$ cat config.mk
export PLATFORM = sky130hd
export DESIGN_NAME = rsd_cyclic_ctrl
export DESIGN_NICKNAME = d
export VERILOG_FILES = /design/src/rtl/rsd_pkg.sv /design/src/rtl/rsd_digit_dec.sv /design/src/rtl/rsd_seq.sv /design/src/rtl/rsd_accum.sv /design/src/rtl/rsd_cyclic_ctrl.sv
export SDC_FILE = /design/constraint.sdc
export NUM_CORES = 1
export LEC_CHECK = 0
export ABC_AREA = 1
export BUFFER_PORTS_ARGS = -buffer_cell sky130_fd_sc_hd__clkbuf_2
export CORE_MARGIN = 5
export CORE_UTILIZATION = 45
export CTS_CLUSTER_SIZE = 30
export DETAILED_ROUTE_END_ITERATION = 7
export SLEW_MARGIN = 20
export SYNTH_ARGS = -nofsm -noshare
export SYNTH_HDL_FRONTEND = slang
export SYNTH_SLANG_ARGS = --single-unit
$ cat constraint.sdc
create_clock -name clk -period 3.8 [get_ports clk]
set_clock_uncertainty 0.15 [all_clocks]
set_input_delay 0.38 -clock clk [delete_from_list [all_inputs] [get_ports clk]]
set_output_delay 0.38 -clock clk [all_outputs]
set_load 0.005 [all_outputs]
$ cat src/rtl/rsd_pkg.sv
package rsd_pkg;

  typedef enum logic [1:0] {
    SW_PASS = 2'b00,
    SW_SUB  = 2'b01,
    SW_ADD  = 2'b10
  } sw_code_e;

  typedef logic signed [1:0] digit_t;

  // ternary decision from the two threshold comparators
  function automatic digit_t decide(input logic hi, input logic lo);
    if (hi && !lo)      return 2'sb01;
    else if (lo && !hi) return 2'sb11;
    else                return 2'sb00;
  endfunction

  function automatic sw_code_e sw_for(input digit_t d);
    case (d)
      2'sb01:  return SW_SUB;
      2'sb11:  return SW_ADD;
      default: return SW_PASS;
    endcase
  endfunction

endpackage

$ cat src/rtl/rsd_digit_dec.sv
module rsd_digit_dec
  import rsd_pkg::*;
(
  input  logic     cmp_hi,
  input  logic     cmp_lo,
  output digit_t   digit,
  output logic     illegal,
  output sw_code_e sw_next
);
  always_comb begin
    digit   = decide(cmp_hi, cmp_lo);
    illegal = cmp_hi & cmp_lo;
    sw_next = sw_for(digit);
  end
endmodule

$ cat src/rtl/rsd_seq.sv
module rsd_seq #(
  parameter int NCYC = 12,
  localparam int IDX_W = (NCYC > 1) ? $clog2(NCYC) : 1
) (
  input  logic             clk,
  input  logic             rst_n,
  input  logic             trig,
  output logic             busy,
  output logic             start,
  output logic             done,
  output logic [IDX_W-1:0] idx
);
  localparam logic [IDX_W-1:0] LAST = IDX_W'(NCYC - 1);

  assign start = trig & ~busy;
  assign done  = busy & (idx == LAST);

  always_ff @(posedge clk or negedge rst_n) begin
    if (!rst_n) begin
      busy <= 1'b0;
      idx  <= '0;
    end else if (start) begin
      busy <= 1'b1;
      idx  <= '0;
    end else if (busy) begin
      busy <= ~done;
      idx  <= done ? '0 : idx + 1'b1;
    end
  end

  // a running conversion advances one step per clock regardless of trig
  p_step_advance_r3: assert property (@(posedge clk) disable iff (!rst_n)
    (busy && !done) |=> (busy && idx == $past(idx) + 1'b1));

  // the final decision ends the conversion
  p_done_idle_r2: assert property (@(posedge clk) disable iff (!rst_n)
    done |=> !busy);

  // an idle trigger opens a conversion at step zero
  p_start_r2: assert property (@(posedge clk) disable iff (!rst_n)
    start |=> (busy && idx == '0));
endmodule

$ cat src/rtl/rsd_accum.sv
module rsd_accum
  import rsd_pkg::*;
#(
  parameter int RES_W = 12,
  parameter int NCYC  = 12,
  localparam int IDX_W = (NCYC > 1) ? $clog2(NCYC) : 1,
  localparam int ACC_W = ((NCYC > RES_W) ? NCYC : RES_W) + 3
) (
  input  logic             clk,
  input  logic             rst_n,
  input  logic             start,
  input  logic             busy,
  input  logic             done,
  input  logic [IDX_W-1:0] idx,
  input  digit_t           digit,
  input  logic             illegal,
  output logic [RES_W-1:0] result,
  output logic             conv_err,
  output logic             data_rdy
);
  localparam logic signed [ACC_W-1:0] MID  = ACC_W'(1) <<< (RES_W - 1);
  localparam logic signed [ACC_W-1:0] MAXV = (ACC_W'(1) <<< RES_W) - ACC_W'(1);

  // weight of the digit resolved at step i: 2^(NCYC-1-i)
  function automatic logic signed [ACC_W-1:0] weight(input logic [IDX_W-1:0] i);
    return ACC_W'(1) <<< (NCYC - 1 - int'(i));
  endfunction

  function automatic logic signed [ACC_W-1:0] add_digit(
    input logic signed [ACC_W-1:0] acc, input digit_t d, input logic [IDX_W-1:0] i);
    case (d)
      2'sb01:  return acc + weight(i);
      2'sb11:  return acc - weight(i);
      default: return acc;
    endcase
  endfunction

  function automatic logic [RES_W-1:0] clamp(input logic signed [ACC_W-1:0] v);
    if (v < 0)         return '0;
    else if (v > MAXV) return '1;
    else               return v[RES_W-1:0];
  endfunction

  logic signed [ACC_W-1:0] acc, acc_next;
  logic                    err_acc;

  assign acc_next = add_digit(acc, digit, idx);

  always_ff @(posedge clk or negedge rst_n) begin
    if (!rst_n) begin
      acc      <= '0;
      err_acc  <= 1'b0;
      result   <= '0;
      conv_err <= 1'b0;
      data_rdy <= 1'b0;
    end else begin
      data_rdy <= done;
      if (start) begin
        acc     <= '0;
        err_acc <= 1'b0;
      end else if (busy) begin
        acc     <= acc_next;
        err_acc <= err_acc | illegal;
      end
      if (done) begin
        result   <= clamp(acc_next + MID);
        conv_err <= err_acc | illegal;
      end
    end
  end

  // ready lasts one clock
  p_rdy_pulse_r9: assert property (@(posedge clk) disable iff (!rst_n)
    data_rdy |=> !data_rdy);

  // outputs held between completions
  p_result_hold_r9: assert property (@(posedge clk) disable iff (!rst_n)
    !data_rdy |-> ($stable(result) && $stable(conv_err)));

  // ready follows the sequencer's final step
  p_rdy_after_done_r2: assert property (@(posedge clk) disable iff (!rst_n)
    data_rdy |-> $past(done));

  // an illegal decision during a step is reported at completion
  p_err_carried_r5: assert property (@(posedge clk) disable iff (!rst_n)
    (done && illegal) |=> conv_err);
endmodule

$ cat src/rtl/rsd_cyclic_ctrl.sv
module rsd_cyclic_ctrl
  import rsd_pkg::*;
#(
  parameter int RES_W = 12,
  parameter int NCYC  = 12
) (
  input  logic             clk,
  input  logic             rst_n,
  input  logic             trig,
  input  logic             cmp_hi,
  input  logic             cmp_lo,
  output logic [1:0]       sw_sel,
  output logic [RES_W-1:0] result,
  output logic             data_rdy,
  output logic             conv_err
);
  localparam int IDX_W = (NCYC > 1) ? $clog2(NCYC) : 1;

  logic             busy, start, done;
  logic [IDX_W-1:0] idx;
  digit_t           digit;
  logic             illegal;
  sw_code_e         sw_next, sw_q;

  rsd_seq #(.NCYC(NCYC)) u_seq (
    .clk(clk), .rst_n(rst_n), .trig(trig),
    .busy(busy), .start(start), .done(done), .idx(idx)
  );

  rsd_digit_dec u_dec (
    .cmp_hi(cmp_hi), .cmp_lo(cmp_lo),
    .digit(digit), .illegal(illegal), .sw_next(sw_next)
  );

  rsd_accum #(.RES_W(RES_W), .NCYC(NCYC)) u_acc (
    .clk(clk), .rst_n(rst_n), .start(start), .busy(busy), .done(done),
    .idx(idx), .digit(digit), .illegal(illegal),
    .result(result), .conv_err(conv_err), .data_rdy(data_rdy)
  );

  // switch code for the residue step that follows each decision
  always_ff @(posedge clk or negedge rst_n) begin
    if (!rst_n)             sw_q <= SW_PASS;
    else if (busy && !done) sw_q <= sw_next;
    else                    sw_q <= SW_PASS;
  end

  assign sw_sel = sw_q;

  // no reference switching outside a conversion
  p_idle_pass_r6: assert property (@(posedge clk) disable iff (!rst_n)
    !busy |-> (sw_sel == SW_PASS));

  // the unused code never appears
  p_code_legal_r6: assert property (@(posedge clk) disable iff (!rst_n)
    sw_sel != 2'b11);

  // high comparator alone leads to subtraction
  p_hi_sub_r4: assert property (@(posedge clk) disable iff (!rst_n)
    (busy && !done && cmp_hi && !cmp_lo) |=> (sw_sel == SW_SUB));

  // low comparator alone leads to addition
  p_lo_add_r4: assert property (@(posedge clk) disable iff (!rst_n)
    (busy && !done && cmp_lo && !cmp_hi) |=> (sw_sel == SW_ADD));

  // contradictory decisions leave the residue unshifted
  p_both_pass_r5: assert property (@(posedge clk) disable iff (!rst_n)
    (busy && cmp_hi && cmp_lo) |=> (sw_sel == SW_PASS));
endmodule

==> run summary <==
Max_cap viols = 0
Core ar. = 0.00676 mm^2
Final WS setup = -0.227 ns
Vias in the first global route = 3337
Dpl ws = -0.486 ns
# diodes = 0
Asr flop ratio synth = 100%
Met1 Resource Use GR = 30.2%
Hold Slack = 0.0572 ns
RSZ-0062 raised after global routing = true
Clock Tree Root = clkbuf_8
Synthesized Nets = 488
Largest net degree at the start of global routing = 38
Die area = 0.00863 mm^2
Period minus WS final = 4.03 ns
Hold-fix buffers, CTS = 0
Required time worst endpoint = 3.83 ns
DRT iter0 DRCs = 165
Crit path launch type = flop
Fmax = 248 MHz
Drt first pass iters = 5
Syn Area/Cell = 6.75 um^2
Grt peak-use layer = met2
Share of the synthesized area in the top cell type = 29.9%
Worst reg2reg path depth = 30
Post-DR wirelength/cell = 14.4 um
Final period utilization = 106%
Critical path peak fanout = 6
Yosys cell types = 34
Setup CP Type = flop to flop
Total Routing Usage GR = 22.4%
Failing checks = negative setup slack
Total number of vias = 3410
CTS sink cnt = 37
Slew Viols, Final = 0
RD Place Congestion = 0.917
Synth cell count leaders = nand2_1 (130), inv_1 (68), nand3_1 (44)
Drt drc = 0
Vias per cell = 5.24
Slowest library cell on the worst path = dfrtp_2
Final hold vios = 0
Worst-skew pair later-pin latency = 0.29 ns
H-Tree Depth = 2
Utilization after layout = 66.7%
CTS tree = built
Worst stage delay on the critical path = 0.46 ns
Clock-pin slew on the worst setup and hold paths = 0.08 ns
Overflow left after global routing = 0
Post-synth EDFFs = 0
Initial antenna violation count = 0
Setup TNS = -2.37 ns
Total Wirelength = 9390 um
Cell accounting for the most synthesized area = dfrtp_1
DRT antenna net count = 0
Area Growth Syn to Fin = 45.7%
Die X = 92.9 um
First-pass GRT wire length = 15700 um
Endpoints failing setup = 13
Synth warnings = 0
Met3 GRT Util = 2.52%
Rel. slew slack = 39.5%
Max Buffers Root-to-Sink = 2
Commonest register cell after synthesis = dfrtp_1
Synth top area cells = dfrtp_1 (30%), nand2_1 (16%), ha_1 (9.7%)
Critical path's most frequent cell = nand2_1
Register area share after synthesis = 29.9%
Die extent in y = 92.9 um
I/O Pins = 21
Hold crit path type = input port to async pin
FF+latch count, synth = 37
Rows = 30
Mapped Cells = 458
Worst Path Arrival = 4.05 ns
Worst slew pin tran = 0.908 ns
Mapped cell area = 0.00309 mm^2
CP Capture Type = flop
M2 GR Usage = 37.4%
Dpl hpwl = 6970 um
Count leader, synth = nand2_1
Status = finished, violations left
Cts bufs inserted = 5
Starting density of the core = 45.8%
Share of layout cells above drive strength 1 = 36.3%
Number of port buffers = 20
Nets@finish = 600
-- layout by cell type, fill, tap and decap left out, drive strengths merged, types with 15 or more instances in the layout --
master,n
buf,95
nand2,133
nand4,23
clkbuf,25
ha,24
nor2,35
a21oi,15
o21ai,25
inv,70
nand3,45
dfrtp,37
-- worst max-delay path, delay by kind of cell (launching register included) --
family                     cells  cell delay (ns)
DFF                            1             0.46
AOI/OAI and AO/OA              3             0.37
buffers and inverters          6             0.40
adders and majority gates      3             0.72
and+or+nand+nor               18             1.84
-- final cells by class --
cell class	instances	area, um^2
sequential	37	928
timing repair buffer	115	856
tap	80	100
fill	579	2250
inverter	71	282
multi-input combinational	339	2240
clock inverter	3	17.5
timing repair inverter	1	7.51
clock buffer	5	68.8
-- state kept, by name, summed over array words and instances (netlist names) --
name,flops
u_acc.result,12
u_seq.busy,1
u_acc.conv_err,1
u_seq.idx,4
u_acc.data_rdy,1
u_acc.acc,15
u_acc.err_acc,1
sw_sel,2
-- kinds of logic (layout without fill, tap and decap cells) --
logic type,after synthesis,in the layout,share of synthesized area [%]
fa+ha+maj,25,25,10.4
flops,37,37,29.9
simple gates,244,245,35.1
buf+inv,83,195,10.7
xor+xnor,10,10,2.83
compound gates,59,59,11.1
-- layer usage --
layer / part of all wire (%) / up-vias / wire length [um]
li1: - / 1728 / -
met1: 46 / 1575 / 4360
met2: 48 / 83 / 4460
met3: 3.2 / 24 / 302
met4: 2.9 / 0 / 268
met5: 0 / - / 0
-- repair_timing --
item                                    CTS  global route
buffers inserted                          7             9
gates resized for setup                  54            49
cloned                                    3             0
endpoints found under the setup margin   13            16
pin swaps                                49            35
-- stage by stage --
step,cells,area (um^2)
CTS,643,4250
detailed placement,626,3870
floorplan,458,3150
global placement,626,3870
finish,651,4500
global route,651,4500
-- path summary, 6_finish.rpt --
kind / end / startpoint / slack, ns
worst min-delay path: u_acc.acc[12]$_DFFE_PN0P_ / rst_n / 0.06
max in group asynchronous: u_seq.idx[2]$_DFFE_PN0P_ / rst_n / 2.82
worst max register to register: u_acc.result[1]$_DFFE_PN0P_ / u_seq.idx[2]$_DFFE_PN0P_ / -0.23
min in group clk: u_acc.err_acc$_DFFE_PN0P_ / trig / 0.21
worst max-delay path: u_acc.result[1]$_DFFE_PN0P_ / u_seq.idx[2]$_DFFE_PN0P_ / -0.23
worst min register to register: u_acc.result[0]$_DFFE_PN0P_ / u_acc.result[0]$_DFFE_PN0P_ / 0.33
Power is left out: the tool's default activity adds up to more than one toggle a clock period on the data nets, which glitch-free logic cannot reach.
